### src/rtl/flag_pkg.sv
package flag_pkg;

    typedef enum logic [3:0] {
        M_EAGER = 4'd0,
        M_INC   = 4'd1,
        M_DEC   = 4'd2,
        M_SUB   = 4'd3,
        M_SHL   = 4'd4,
        M_SHR   = 4'd5,
        M_SAR   = 4'd6,
        M_ROL   = 4'd7,
        M_ROR   = 4'd8,
        M_PASS  = 4'd9
    } mode_t;

    // bundle of flags the ALU already knows; cf is bit 0
    typedef struct packed {
        logic of;
        logic sf;
        logic zf;
        logic af;
        logic pf;
        logic cf;
    } pre_t;

    localparam int POS_C = 0;
    localparam int POS_P = 2;
    localparam int POS_A = 4;
    localparam int POS_Z = 6;
    localparam int POS_S = 7;
    localparam int POS_T = 8;
    localparam int POS_I = 9;
    localparam int POS_D = 10;
    localparam int POS_O = 11;
    localparam logic [15:0] FIXED_ONES = 16'hF02A;

    function automatic mode_t op_to_mode(input logic [3:0] op);
        mode_t m;
        case (op)
            4'd1:    m = M_INC;
            4'd2:    m = M_DEC;
            4'd3:    m = M_SUB;
            4'd4:    m = M_SHL;
            4'd5:    m = M_SHR;
            4'd6:    m = M_SAR;
            4'd7:    m = M_ROL;
            4'd8:    m = M_ROR;
            default: m = M_EAGER;
        endcase
        return m;
    endfunction

endpackage

### src/rtl/flag_shift_carry.sv
// Carry-out candidates for the shift and rotate states, from the recorded operands.
module flag_shift_carry #(
    parameter int DW = 16
) (
    input  logic [DW-1:0] dst,
    input  logic [DW-1:0] cnt,
    input  logic [DW-1:0] rmask,
    input  logic [DW-1:0] smask,
    input  logic          sar_fill,
    output logic          c_shl,
    output logic          c_shr,
    output logic          c_sar,
    output logic          c_rol,
    output logic          c_ror
);
    localparam logic [DW-1:0] ONE = DW'(1);
    localparam logic [DW-1:0] LIM = DW'(DW);

    logic [DW-1:0] k;
    logic [DW-1:0] r;
    logic          k_ok;
    logic          r_ok;
    logic          dst_k;
    logic          dst_r;

    always_comb begin
        k     = cnt - ONE;
        r     = k & rmask;
        k_ok  = (k < LIM);
        r_ok  = (r < LIM);
        dst_k = k_ok ? dst[k[$clog2(DW)-1:0]] : 1'b0;
        dst_r = r_ok ? dst[r[$clog2(DW)-1:0]] : 1'b0;
        c_shl = k_ok && ((dst & (smask >> k)) != '0);
        c_shr = dst_k;
        c_sar = k_ok ? dst_k : sar_fill;
        c_rol = (dst & (smask >> r)) != '0;
        c_ror = dst_r;
    end

endmodule

### src/rtl/flag_result_eval.sv
// Result-derived flags and the overflow candidates of the lazy states.
module flag_result_eval #(
    parameter int DW = 16
) (
    input  logic [DW-1:0] res,
    input  logic [DW-1:0] dst,
    input  logic [DW-1:0] src,
    input  logic [DW-1:0] smask,
    output logic          zero,
    output logic          sign,
    output logic          even,
    output logic          ov_inc,
    output logic          ov_dec,
    output logic          ov_sub,
    output logic          ov_sh
);
    always_comb begin
        zero   = (res == '0);
        sign   = (res & smask) != '0;
        even   = ~(^res);
        ov_inc = (res == smask);
        ov_dec = (res == (smask - DW'(1)));
        ov_sub = (smask & (src ^ dst) & (dst ^ res)) != '0;
        ov_sh  = (smask & (dst ^ res)) != '0;
    end

endmodule

### src/rtl/flag_status_unit.sv
module flag_status_unit
    import flag_pkg::*;
#(
    parameter int DW = 16
) (
    input  logic          clk,
    input  logic          rst_n,
    input  logic          upd_en,
    input  logic [3:0]    upd_op,
    input  logic [DW-1:0] upd_res,
    input  logic [DW-1:0] upd_dst,
    input  logic [DW-1:0] upd_src,
    input  logic [DW-1:0] upd_rmask,
    input  logic [DW-1:0] upd_smask,
    input  logic [5:0]    upd_pre,
    input  logic          load_en,
    input  logic [15:0]   load_word,
    input  logic          tf_we,
    input  logic          tf_wd,
    input  logic          ie_we,
    input  logic          ie_wd,
    input  logic          df_we,
    input  logic          df_wd,
    output logic [15:0]   status_word,
    output logic          flag_c,
    output logic          flag_p,
    output logic          flag_a,
    output logic          flag_z,
    output logic          flag_s,
    output logic          flag_o,
    output logic          flag_t,
    output logic          flag_i,
    output logic          flag_d
);
    mode_t         mode_q;
    mode_t         mode_d;
    logic [DW-1:0] res_q;
    logic [DW-1:0] dst_q;
    logic [DW-1:0] src_q;
    logic [DW-1:0] rmask_q;
    logic [DW-1:0] smask_q;
    pre_t          pre_q;
    logic          tf_q;
    logic          ie_q;
    logic          df_q;

    logic c_shl, c_shr, c_sar, c_rol, c_ror;
    logic zero, sign, even, ov_inc, ov_dec, ov_sub, ov_sh;

    // next-state selection: load beats update, otherwise hold
    always_comb begin
        if (load_en) begin
            mode_d = M_PASS;
        end else if (upd_en) begin
            mode_d = op_to_mode(upd_op);
        end else begin
            mode_d = mode_q;
        end
    end

    // state register
    always_ff @(posedge clk) begin
        if (!rst_n) begin
            mode_q <= M_EAGER;
        end else begin
            mode_q <= mode_d;
        end
    end

    // recorded operation and control flags
    always_ff @(posedge clk) begin
        if (!rst_n) begin
            res_q   <= '0;
            dst_q   <= '0;
            src_q   <= '0;
            rmask_q <= '0;
            smask_q <= '0;
            pre_q   <= '0;
            tf_q    <= 1'b0;
            ie_q    <= 1'b0;
            df_q    <= 1'b0;
        end else if (load_en) begin
            res_q   <= DW'(load_word);
            smask_q <= '0;
            tf_q    <= load_word[POS_T];
            ie_q    <= load_word[POS_I];
            df_q    <= load_word[POS_D];
        end else begin
            if (upd_en) begin
                res_q   <= upd_res;
                dst_q   <= upd_dst;
                src_q   <= upd_src;
                rmask_q <= upd_rmask;
                smask_q <= upd_smask;
                pre_q   <= pre_t'(upd_pre);
            end
            if (tf_we) tf_q <= tf_wd;
            if (ie_we) ie_q <= ie_wd;
            if (df_we) df_q <= df_wd;
        end
    end

    flag_shift_carry #(.DW(DW)) u_carry (
        .dst      (dst_q),
        .cnt      (src_q),
        .rmask    (rmask_q),
        .smask    (smask_q),
        .sar_fill (pre_q.sf),
        .c_shl    (c_shl),
        .c_shr    (c_shr),
        .c_sar    (c_sar),
        .c_rol    (c_rol),
        .c_ror    (c_ror)
    );

    flag_result_eval #(.DW(DW)) u_result (
        .res    (res_q),
        .dst    (dst_q),
        .src    (src_q),
        .smask  (smask_q),
        .zero   (zero),
        .sign   (sign),
        .even   (even),
        .ov_inc (ov_inc),
        .ov_dec (ov_dec),
        .ov_sub (ov_sub),
        .ov_sh  (ov_sh)
    );

    // output decode per state
    always_comb begin
        flag_c = 1'b0;
        flag_p = even;
        flag_a = 1'b0;
        flag_z = zero;
        flag_s = sign;
        flag_o = 1'b0;
        unique case (mode_q)
            M_EAGER: begin
                flag_c = pre_q.cf;
                flag_p = pre_q.pf;
                flag_a = pre_q.af;
                flag_z = pre_q.zf;
                flag_s = pre_q.sf;
                flag_o = pre_q.of;
            end
            M_INC: begin
                flag_c = pre_q.cf;
                flag_o = ov_inc;
            end
            M_DEC: begin
                flag_c = pre_q.cf;
                flag_o = ov_dec;
            end
            M_SUB: begin
                flag_c = pre_q.cf;
                flag_o = ov_sub;
            end
            M_SHL: begin
                flag_c = c_shl;
                flag_o = ov_sh;
            end
            M_SHR: begin
                flag_c = c_shr;
                flag_o = ov_sh;
            end
            M_SAR: begin
                flag_c = c_sar;
                flag_o = ov_sh;
            end
            M_ROL, M_ROR: begin
                flag_c = (mode_q == M_ROL) ? c_rol : c_ror;
                flag_p = pre_q.pf;
                flag_a = pre_q.af;
                flag_z = pre_q.zf;
                flag_s = pre_q.sf;
                flag_o = ov_sh;
            end
            M_PASS: begin
                flag_c = res_q[POS_C];
                flag_p = res_q[POS_P];
                flag_a = res_q[POS_A];
                flag_z = res_q[POS_Z];
                flag_s = res_q[POS_S];
                flag_o = res_q[POS_O];
            end
            default: ;
        endcase
    end

    assign flag_t = tf_q;
    assign flag_i = ie_q;
    assign flag_d = df_q;

    always_comb begin
        status_word        = FIXED_ONES;
        status_word[POS_C] = flag_c;
        status_word[POS_P] = flag_p;
        status_word[POS_A] = flag_a;
        status_word[POS_Z] = flag_z;
        status_word[POS_S] = flag_s;
        status_word[POS_T] = flag_t;
        status_word[POS_I] = flag_i;
        status_word[POS_D] = flag_d;
        status_word[POS_O] = flag_o;
    end

endmodule

### config.mk
export PLATFORM = sky130hd
export DESIGN_NAME = flag_status_unit
export DESIGN_NICKNAME = d
export VERILOG_FILES = /design/src/rtl/flag_pkg.sv /design/src/rtl/flag_shift_carry.sv /design/src/rtl/flag_result_eval.sv /design/src/rtl/flag_status_unit.sv
export SDC_FILE = /design/constraint.sdc
export NUM_CORES = 1
export LEC_CHECK = 0
export BUFFER_PORTS_ARGS = -buffer_cell sky130_fd_sc_hd__buf_2
export CORE_ASPECT_RATIO = 1.1
export CORE_MARGIN = 2
export CORE_UTILIZATION = 40
export DETAILED_ROUTE_END_ITERATION = 16
export PLACE_DENSITY_LB_ADDON = 0.08
export SKIP_CTS_REPAIR_TIMING = 1
export SYNTH_ARGS = -nofsm -noshare
export SYNTH_HDL_FRONTEND = slang
export SYNTH_SLANG_ARGS = --single-unit
### constraint.sdc
create_clock -name clk -period 5.2 [get_ports clk]
set_input_delay 0.26 -clock clk [delete_from_list [all_inputs] [get_ports clk]]
set_output_delay 0.26 -clock clk [all_outputs]
set_load 0.02 [all_outputs]
[Yosys cells after proc, flatten, opt, wreduce, memory -nomap -nowiden]
Memory sizes are Yosys's and may differ from the RTL's.
Cells that the tools add are included.
Operators by class
  shift-type cells: 2
  mux-type cells: 24
  magnitude comparators: 4
  reduce and logical (&&, ||, !) cells: 19
  $add $sub $neg: 2
  equal/unequal tests: 11
  bitwise operators: 12
Operator list (count)
  16-bit AND: 7
  16-bit nonzero test: 5
  16-bit equality test: 2
  16-bit by 5-bit less-than comparator with 1-bit output (second input constant): 2
  16-bit two-way mux: 2
  16-bit by 16-bit >> shifter with 16-bit output: 2
  16-bit by 1-bit subtractor with 16-bit output (second input constant): 2
  16-bit bitwise XOR: 2
  4-bit by 3-bit equality test with 1-bit output (second input constant): 4
  16-bit logical NOT: 1
  16-bit XOR reduction: 1
  1-bit two-way mux: 12
  1-bit one-hot mux with 6 select lines: 2
  4-bit by 5-bit less-than comparator with 1-bit output (second input constant): 2
  1-bit binary-select mux with 4-bit select: 2
  4-bit by 2-bit equality test with 1-bit output (second input constant): 2
  4-bit equality test (second input constant): 2
  4-bit two-way mux: 2
  1-bit one-hot mux with 2 select lines: 4
  2-bit nonzero test: 4
  5-bit OR reduction: 1
  4-bit by 1-bit equality test with 1-bit output (second input constant): 1
  4-bit logical NOT: 1
  2-bit OR reduction: 2
  other kinds (5): 7
Word-level totals
  memories: 1
  output and inout port bits: 25
  word-level logic and storage cells: 91
  flip-flop bits (word level): 93
  bits in read-only memories: 64
  bits of input ports: 116
Memory list
  (name not given): words 16, bits a word 4, rd ports 1, clocked after memory_dff 0, wr ports 0, line flag_pkg.sv:39  | case (op)

[Depth between registers and ports, before layout]
Gate-level depths: netlist of the first run.
  depth in word-level cells: 7
  gate-level depth with buffers: 16
  depth with buffers taken out: 10

[Modules after synthesis]
Synthesis of the first run repeated with hierarchy kept, for this count alone.
Second synthesis, totals
  cell total of the unflattened synthesis: 958
  area total of the unflattened synthesis: 7976.4 µm²
By module, submodules not included
  flag_status_unit: times used 1, area an instance 3913.8 µm², cells each 436
  flag_shift_carry: times used 1, area an instance 2342.2 µm², cells each 289
  flag_result_eval: times used 1, area an instance 1720.4 µm², cells each 233

[Worst setup path after synthesis of the first run]
Ideal clock, no wire load.
  path type: reg-to-output
  start: register src_q[0]
  end: output status_word[0]
  data arrival time: 3.659 ns
  cell stages (with the launch flop): 16
  path slack: 1.281 ns
  required time: 4.940 ns
  cell sequence: dfxtp_1 > buf_6 > buf_2 > inv_1 > ha_1 > clkbuf_1 > nor2b_1 > clkbuf_1 > mux4_2 > and3_1 > a311o_1 > or3_1 > a21oi_1 > a31o_2 > nand3_1 > buf_4
Between the ends
  cells in the longest elaborated chain, start to end: 7
Ends and longest elaborated chain
  from (decl): line flag_status_unit.sv:39  | logic [DW-1:0] src_q;
  from (signal assigned): line flag_status_unit.sv:92  | src_q <= upd_src;
  16-bit by 1-bit subtractor with 16-bit output *: line flag_shift_carry.sv:27  | k = cnt - ONE;
  16-bit AND: line flag_shift_carry.sv:28  | r = k & rmask;
  16-bit by 16-bit >> shifter with 16-bit output / 1-bit binary-select mux with 4-bit select (equally long branches): line flag_shift_carry.sv:36, flag_shift_carry.sv:32
  16-bit AND / 1-bit two-way mux (equally long branches): line flag_shift_carry.sv:36, flag_shift_carry.sv:32
  16-bit nonzero test / 1-bit two-way mux (equally long branches): line flag_shift_carry.sv:36, flag_shift_carry.sv:32
  1-bit two-way mux: line flag_status_unit.sv:172  | flag_c = (mode_q == M_ROL) ? c_rol : c_ror;
  1-bit one-hot mux with 6 select lines *: line flag_status_unit.sv:138  | unique case (mode_q)
  to (decl): line flag_status_unit.sv:24  | output logic [15:0] status_word,
Mark *: on every way between the ends. The rest lies on a longest branch, timed or not. The select of a mux whose other input is x is not followed.

[Worst setup path in the final report of the first run]
Same ends and word-level chain as after synthesis.

==> results.toml, run 1 <==
[sta]
finalHoldViolations = 0
fin_skew_ns = 0
min_period_ns = 4.123
worstMarginPinSlew_ns = 1.134
max_freq_mhz = 242.5
relSlewSlack = 0.2336
fin_ws_ns = 1.077
tns_ns = 0
setup_viol = 0
fin_crit_sh = 0.7929
grt_setup_unrepaired = "false"
slew_violations = 0

[clock_tree]
cts_tree = "yes"
clock-sinks = 93
insertion_delay_ns = 0.35
root_buffer = "clkbuf_16"
path_clk_slew_ns = 0.07
numCtsBuffers = 9
htreeDepth = 3
clockBufferDepth = 2

[logic_synthesis]
synth.area.top_cells = "dfxtp_1 24%, mux4_2 12%, nand2_1 8.4%, a21boi_0 5.5%, clkbuf_1 4.5%"
async_flop_share = 0
synth_edf_count = 0
synth-seq-cells = 93
ys_types = 70
syn_inst = 970
synth_top_area_share = 0.2380
yosysTopAreaCell = "dfxtp_1"
yosys_warnings = 0
synth.avg_cell_area_sq_um = 8.066
ys.flop_type = "dfxtp_1"
synth_area_sq_mm = 0.007824
yosysSeqAreaShare = 0.2380

[final_layout]
fillers = 1948
regArea_sq_mm = 0.001863
final_common_cell = "nand2_1"
antenna_cells = 0
final_nets = 1135
area_delta_synth_final_pct = 11.58
multi_input_area_sq_mm = 0.005330
final_layout_size_suffix_gt1_frac = 0.2170
final_cell_mix = "176 x nand2_1, 133 x buf_2, 92 x dfxtp_1"

[setup_path]
worstSetupPathType = "reg2out"
crit_arrival_ns = 3.86
cp-start-kind = "register"
required_ns = 4.94
worstPathMaxFanout = 37
end_kind = "primary output"

[power]
p_per_area_mw_per_mm2 = 244.4
ir_worst_vdd_mv = 0.1819
cellLeakagePower_nw = 3.433
finalPower_w = 0.002133

[flow_run]
drv_cap = 0

[hold_path]
hold_class = "in2reg"

[floorplan]
core_region_area_sq_mm = 0.01916
die_h_um = 150.7
initial_core_util = 0.4082
die_w_um = 137.3
ios = 141
dieArea_sq_mm = 0.02070
rows = 53

[placed_design]
dpl.hpwl_mm = 18.14
dp_slack_ns = 1.423
port_buffers = 133
gp_congestion = 0.9149

[grt]
first_global_vias = 7004
grt_pass1_wl_mm = 40.39
grt_max_degree = 74
antenna_found_initial = 0
track_usage = 0.2579
grt-ovfl-total = 0

[routing]
drt-vias-per-instance = 6.007
post_drt_wl_per_cell_um = 20.88
ant_nets = 0
vias = 7575
drc = 0
wl_mm = 26.33
first_pass_iters = 5
drt_iter0_markers = 597

[status]
outcome = "completed"
per-layer routing:
metal  share of wire  track usage
met5               0            0
met4           0.041       0.1067
met3           0.074      0.05152
met2            0.46       0.4152
met1            0.43       0.3363
Yosys cell counts, drive strengths merged, types with 4 or more instances:
| cell | n |
|---|---|
| xnor2 | 29 |
| o211a | 16 |
| a21oi | 19 |
| a32oi | 5 |
| clkbuf | 93 |
| mux4 | 40 |
| nand3 | 21 |
| nor3 | 11 |
| nand2 | 176 |
| o22ai | 20 |
| nor2b | 6 |
| nor4b | 4 |
| a22oi | 21 |
| a22o | 4 |
| mux2 | 8 |
| a21boi | 57 |
| a221oi | 7 |
| and3 | 6 |
| a31oi | 7 |
| ha | 10 |
| o21ai | 18 |
| and2 | 5 |
| nor4 | 8 |
| inv | 31 |
| nor2 | 47 |
| o41ai | 4 |
| nand4 | 13 |
| a222oi | 4 |
| buf | 31 |
| dfxtp | 93 |
| o211ai | 23 |
| xor2 | 26 |
| nand3b | 6 |
| a221o | 4 |
| nand2b | 20 |
| mux2i | 33 |
logic make-up after synthesis:
| group | count (synthesis) | synth area share |
|---|---|---|
| other | 1 | 0.0004793 |
| xor gates and xnor gates | 55 | 0.06157 |
| AOI/OAI and AO/OA | 235 | 0.2253 |
| adders and majority gates | 10 | 0.01599 |
| DFF | 93 | 0.2380 |
| and+or+nand+nor | 340 | 0.2052 |
| muxes | 81 | 0.1689 |
| buffers and inverters | 155 | 0.08460 |
metrics by stage:
stage               cell area, sq um    util  hold WS [ns]  cells
finish                          8730  0.4555        0.1253   1261
global route                    8730  0.4555        0.1152   1261
CTS                             8730  0.4555        0.1107   1261
detailed placement              8382  0.4374        0.4638   1245
global placement                8382  0.4374        0.4555   1245
floorplan                       7846       -        0.3978    976
worst paths after layout:
| kind | start | cells past startpoint | slack [ns] | to |
|---|---|---|---|---|
| min | load_word[6] | 2 | 0.13 | res_q[6] |
| min reg2reg | pre_q[3] | 2 | 0.47 | pre_q[3] |
| max | src_q[0] | 11 | 1.08 | status_word[0] |
| max reg2reg | smask_q[8] | 2 | 3.80 | smask_q[8] |
critical path: stages, from the launching register on:
cell	delay, ns
dfxtp_2	0.32
buf_4	0.27
and2b_1	0.74
buf_4	0.37
mux4_2	0.52
mux2_2	0.27
nand2_1	0.06
nand4_1	0.12
a22oi_1	0.24
a31o_2	0.23
nand3_1	0.15
buf_2	0.21
registers in the layout (all words and copies together) (netlist names):
signal and flops:
dst_q 16, res_q 16, rmask_q 16, smask_q 16, src_q 16, pre_q 6, mode_q 4, flag_d 1
flag_i 1, flag_t 1
report_power, final:
| group | switching [W] | leakage [nW] | internal [W] |
|---|---|---|---|
| registers | 0.000103 | 0.764 | 0.000748 |
| logic | 0.000268 | 2.50 | 0.000232 |
| clock network | 0.000306 | 0.169 | 0.000477 |
| total | 0.000677 | 3.43 | 0.00146 |
layout make-up:
class,instances,share of cell area
inverter,31,0.01333
sequential,93,0.2134
clock buffer,10,0.02623
clock inverter,6,0.01362
multi-input combinational,728,0.6106
tap,247,0.03540
timing repair buffer,146,0.08743
(Power assumes the default switching activity.)
==> inputs of run 2 (changes only) <==
==> constraint.sdc (replaced) <==
create_clock -name clk -period 3.55 [get_ports clk]
set_input_delay 0.1775 -clock clk [delete_from_list [all_inputs] [get_ports clk]]
set_output_delay 0.1775 -clock clk [all_outputs]
set_load 0.02 [all_outputs]
==> run 2 against run 1 <==
Against the previous run: routed wire length decreased by 0.29%; sequential power increased by 42%; cell count increased by 2.9%; die area unchanged; combinational power increased by 61%; non-clock buffer count increased by 35; sequential share of layout area decreased by 0.64 points; final area increased by 3.6%; the flow now finishes with violations (setup timing); clock skew unchanged; clock power increased by 23%; via count increased by 1.0%; flip-flop and latch count unchanged; largest power group unchanged.
==> results.toml, run 2 (synthesis gave the netlist of run 1 again) <==
[final_layout]
fillers = 1916
final_cell_mix = "176 x nand2_1, 131 x buf_2, 89 x dfxtp_1"
fin_util = 0.4717
final_layout_size_suffix_gt1_frac = 0.2583
multi_input_area_sq_mm = 0.005383
area_delta_synth_final_pct = 15.54
final_area_sq_mm = 0.009040
regArea_sq_mm = 0.001872
final_nets = 1170
final_common_cell = "nand2_1"

[routing]
drt_iter0_markers = 574
post_drt_wl_per_cell_um = 20.25
vias = 7654
drt-vias-per-instance = 5.901
wl_mm = 26.26
first_pass_iters = 6
ant_nets = 0
drc = 0

[clock_tree]
cts_tree = "yes"
clockBufferDepth = 2
clock-sinks = 93
insertion_delay_ns = 0.35
numCtsBuffers = 9
root_buffer = "clkbuf_16"
path_clk_slew_ns = 0.07
htreeDepth = 3

[setup_path]
slowest_stage = "or4_4"
ff2ff_setup_slack_ns = 2.33
end_kind = "primary output"
crit_arrival_ns = 3.42
regToRegStartpoint = "res_q[11]"
startpoint = "src_q[0]"
crit_chain = "or4_4 -> nor2_4 -> mux2i_1 -> a2111oi_2 -> or4b_4 -> mux2_4 -> a222oi_1 -> nand3_2 -> buf_6"
cpLargestDelayFamily = "simple AND/OR/NAND/NOR gates"
worstPathMaxFanout = 7
cp-start-kind = "register"
r2r_end = "res_q[11]"
max_stage_delay_ns = 0.55
required_ns = 3.37
critPathBufInv = 1
worstSetupPathDepth = 9
worstSetupPathType = "reg2out"
reg2regPathDepth = 3
cp-endpoint = "flag_c"

[sta]
relSlewSlack = 0.2873
worstMarginPinSlew_ns = 1.067
max_freq_mhz = 278.0
finalHoldViolations = 0
fin_crit_sh = 1.013
grt_setup_unrepaired = "true"
setup_viol = 2
min_period_ns = 3.597
fin_skew_ns = 0
fin_ws_ns = -0.04676
slew_violations = 0

[grt]
track_usage = 0.2569
grt_max_degree = 73
antenna_found_initial = 0
grt_pass1_wl_mm = 40.40
first_global_vias = 7194
grt-ovfl-total = 0

[status]
outcome = "finished with violations"
failed_checks = "setup timing"

[power]
cellLeakagePower_nw = 3.612
p_per_area_mw_per_mm2 = 329.3
ir_worst_vdd_mv = 0.2274
finalPower_w = 0.002977

[floorplan]
rows = 53
core_region_area_sq_mm = 0.01916
ios = 141
initial_core_util = 0.4082
die_w_um = 137.3
die_h_um = 150.7
dieArea_sq_mm = 0.02070

[placed_design]
gp_congestion = 0.9331
port_buffers = 133
dpl.hpwl_mm = 19.26
place_area_sq_mm = 0.008672

[hold_path]
hold_class = "in2reg"

[flow_run]
drv_cap = 0
[run 2: cell type report]
class | instances | share of cell area
diodes | 1 | 0.0002768
clock buffers | 10 | 0.02644
clock inverters | 6 | 0.005813
inverters | 31 | 0.01315
multi-input cells | 728 | 0.5954
flip-flops and latches | 93 | 0.2071
well taps | 247 | 0.03419
repair buffers | 181 | 0.1176
[run 2: worst min path at each step]
stage | startpoint | to | slack [ns] | depth (start not counted)
5_1_grt | load_word[11] | res_q[11] | 0.03 | 2
3_3_place_gp | load_word[6] | res_q[6] | 0.41 | 2
2_1_floorplan | load_word[0] | res_q[0] | 0.32 | 1
6_report | load_word[6] | res_q[6] | 0.04 | 2
3_5_place_dp | load_word[12] | res_q[12] | 0.41 | 2
4_1_cts | load_word[12] | res_q[12] | 0.03 | 2
[run 2: where the power goes]
part	total, W	switching [W]	internal, W
registers	0.00121	0.000117	0.00109
logic	0.000803	0.000431	0.000373
clock network	0.000962	0.000456	0.000506
[run 2: through the flow]
stage	setup WS [ns]	instances	TNS (ns)	hold WS, ns
floorplan	0.02856	976	0	0.3153
global placement	0.2378	1278	0	0.4062
detailed placement	0.1988	1278	0	0.4067
CTS	-0.2077	1294	-0.4136	0.03010
global route	-0.1847	1296	-0.3695	0.03074
finish	-0.04676	1297	-0.09302	0.04124
[run 2: routing by layer]
layer  up-vias  part of all wire  GRT usage
met5         -                 0          0
met4         0             0.034     0.1052
met3        67             0.070    0.04007
met2       343              0.46     0.4114
met1      3608              0.44     0.3446
li1       3636                 -          -
[run 2: worst reg2reg max path, cell delays in order, from the launching register on]
cell and delay [ns]:
dfxtp_1 0.60, inv_1 0.20, o211ai_1 0.21, o211a_1 0.16
==> inputs of run 3 (changes only) <==
--- a/config.mk
+++ b/config.mk
@@ -10,8 +10,11 @@
 export CORE_MARGIN = 2
 export CORE_UTILIZATION = 40
 export DETAILED_ROUTE_END_ITERATION = 16
+export GPL_TIMING_DRIVEN = 0
 export PLACE_DENSITY_LB_ADDON = 0.08
+export RECOVER_POWER = 50
 export SKIP_CTS_REPAIR_TIMING = 1
+export SKIP_LAST_GASP = 1
 export SYNTH_ARGS = -nofsm -noshare
 export SYNTH_HDL_FRONTEND = slang
 export SYNTH_SLANG_ARGS = --single-unit
==> run 3 against run 2 <==
Against the previous run: the flow still finishes with violations (setup timing); sequential share of layout area down 0.87 points; clock skew unchanged; sequential power down 5%; global-route usage up 2.5 points; via count up 5.9%; non-clock buffer count up 80; power up 9.2%; utilization up 1.9 points; final area up 4.1%; setup slack worse by 0.28 ns; worst hold slack worse by 0.0016 ns; routed wire length up 11%.
==> results.toml, run 3 (synthesis gave the netlist of run 1 again) <==
[status]
outcome = "finished with violations"
failed_checks = "setup timing"

[sta]
min_period_ns = 3.881
fin_skew_ns = 0
max_freq_mhz = 257.7
worstMarginPinSlew_ns = 0.8476
fin_crit_sh = 1.093
fin_ws_ns = -0.3306
finalHoldViolations = 0
slew_violations = 0
relSlewSlack = 0.4349
setup_viol = 2
hold_slack_ns = 0.03963
grt_setup_unrepaired = "true"

[routing]
ant_nets = 0
vias = 8102
post_drt_wl_per_cell_um = 21.10
drc = 0
first_pass_iters = 5
wl_mm = 29.03
drt-vias-per-instance = 5.888
drt_iter0_markers = 715

[setup_path]
end_kind = "primary output"
cp-start-kind = "register"
worstSetupPathType = "reg2out"
worstPathMaxFanout = 10
required_ns = 3.37
crit_arrival_ns = 3.70

[placed_design]
dp_slack_ns = -1.043
gp_congestion = 0.9202
place_area_sq_mm = 0.008837
port_buffers = 131
dpl.hpwl_mm = 21.38

[floorplan]
die_w_um = 137.3
ios = 141
rows = 53
initial_core_util = 0.4082
core_region_area_sq_mm = 0.01916
dieArea_sq_mm = 0.02070
die_h_um = 150.7

[power]
ir_worst_vdd_mv = 0.2761
cellLeakagePower_nw = 3.708
p_per_area_mw_per_mm2 = 345.5

[final_layout]
area_delta_synth_final_pct = 20.28
antenna_cells = 0
final_cell_mix = "176 x nand2_1, 126 x buf_2, 91 x dfxtp_1"
final_area_sq_mm = 0.009410
final_layout_size_suffix_gt1_frac = 0.2285
final_common_cell = "nand2_1"
final_nets = 1250
fin_util = 0.4910

[clock_tree]
htreeDepth = 3
clock-sinks = 93
cts_tree = "yes"
numCtsBuffers = 9
insertion_delay_ns = 0.36
root_buffer = "clkbuf_16"
clockBufferDepth = 2
path_clk_slew_ns = 0.07

[grt]
grt_max_degree = 17
first_global_vias = 7723
grt-ovfl-total = 0
track_usage = 0.2824
grt_pass1_wl_mm = 43.90
antenna_found_initial = 0

[hold_path]
hold_class = "in2reg"

[flow_run]
drv_cap = 0
run 3: cell types whose count changed in the layout (fill, tap and decap cells not counted), moves of 2 or more:
| cell | delta |
|---|---|
| nor2b_1 | +2 |
| dfxtp_1 | +2 |
| clkbuf_4 | +3 |
| buf_1 | +3 |
| clkbuf_2 | +7 |
| bufinv_16 | +3 |
| clkbuf_1 | +88 |
| buf_4 | -18 |
| o311ai_0 | -2 |
| o311ai_1 | +2 |
| buf_2 | -5 |
run 3: path summary, 6_finish.rpt:
kind	startpoint	end	slack (ns)	cells past startpoint
worst min-delay path	load_word[6]	res_q[6]	0.04	2
worst min register to register	pre_q[3]	pre_q[3]	0.47	2
worst max register to register	src_q[0]	src_q[0]	1.88	6
worst max-delay path	src_q[0]	status_word[0]	-0.33	14
run 3: cell type report:
class	instances	area [sq um]
buffer	116	563.0
sequential	93	1867
fill	1941	9754
timing repair buffer	145	770.7
clock inverter	6	117.6
clock buffer	10	239.0
inverter	31	128.9
tap	247	309.0
multi-input combinational	728	5415
run 3: where the power goes:
part | total, W | leakage (nW) | switching, W | internal [W]
Combinational | 0.000934 | 2.77 | 0.000536 | 0.000398
Sequential | 0.00115 | 0.765 | 0.0000537 | 0.00109
Clock | 0.00117 | 0.171 | 0.000453 | 0.000716
Total | 0.00325 | 3.71 | 0.00104 | 0.00221
run 3: critical path: stages (launching register included):
cell       delay, ns
dfxtp_2         0.35
buf_12          0.12
buf_12          0.11
clkinv_8        0.04
ha_4            0.35
clkbuf_4        0.28
mux4_2          0.34
a22oi_1         0.20
o2111ai_1       0.14
a2111oi_2       0.47
a221oi_1        0.24
o21ai_0         0.26
nand3_2         0.14
buf_6           0.15
buf_6           0.12
run 3: layer usage:
| layer | vias up | routed length (um) | global-route usage |
|---|---|---|---|
| li1 | 3788 | - | - |
| met1 | 3823 | 12050 | 0.3556 |
| met3 | 70 | 2423 | 0.05758 |
| met5 | - | 0 | 0 |
| met4 | 0 | 1171 | 0.1361 |
| met2 | 421 | 13380 | 0.4597 |
run 3: through the flow:
| step | instances | setup TNS [ns] | power, W |
|---|---|---|---|
| floorplan | 976 | 0 | 0.001768 |
| detailed placement | 1354 | -2.290 | 0.002058 |
| CTS | 1370 | -3.934 | 0.003235 |
| global placement | 1354 | -2.273 | 0.002059 |
| global route | 1376 | -0.9317 | 0.003397 |
| finish | 1376 | -0.5907 | 0.003251 |
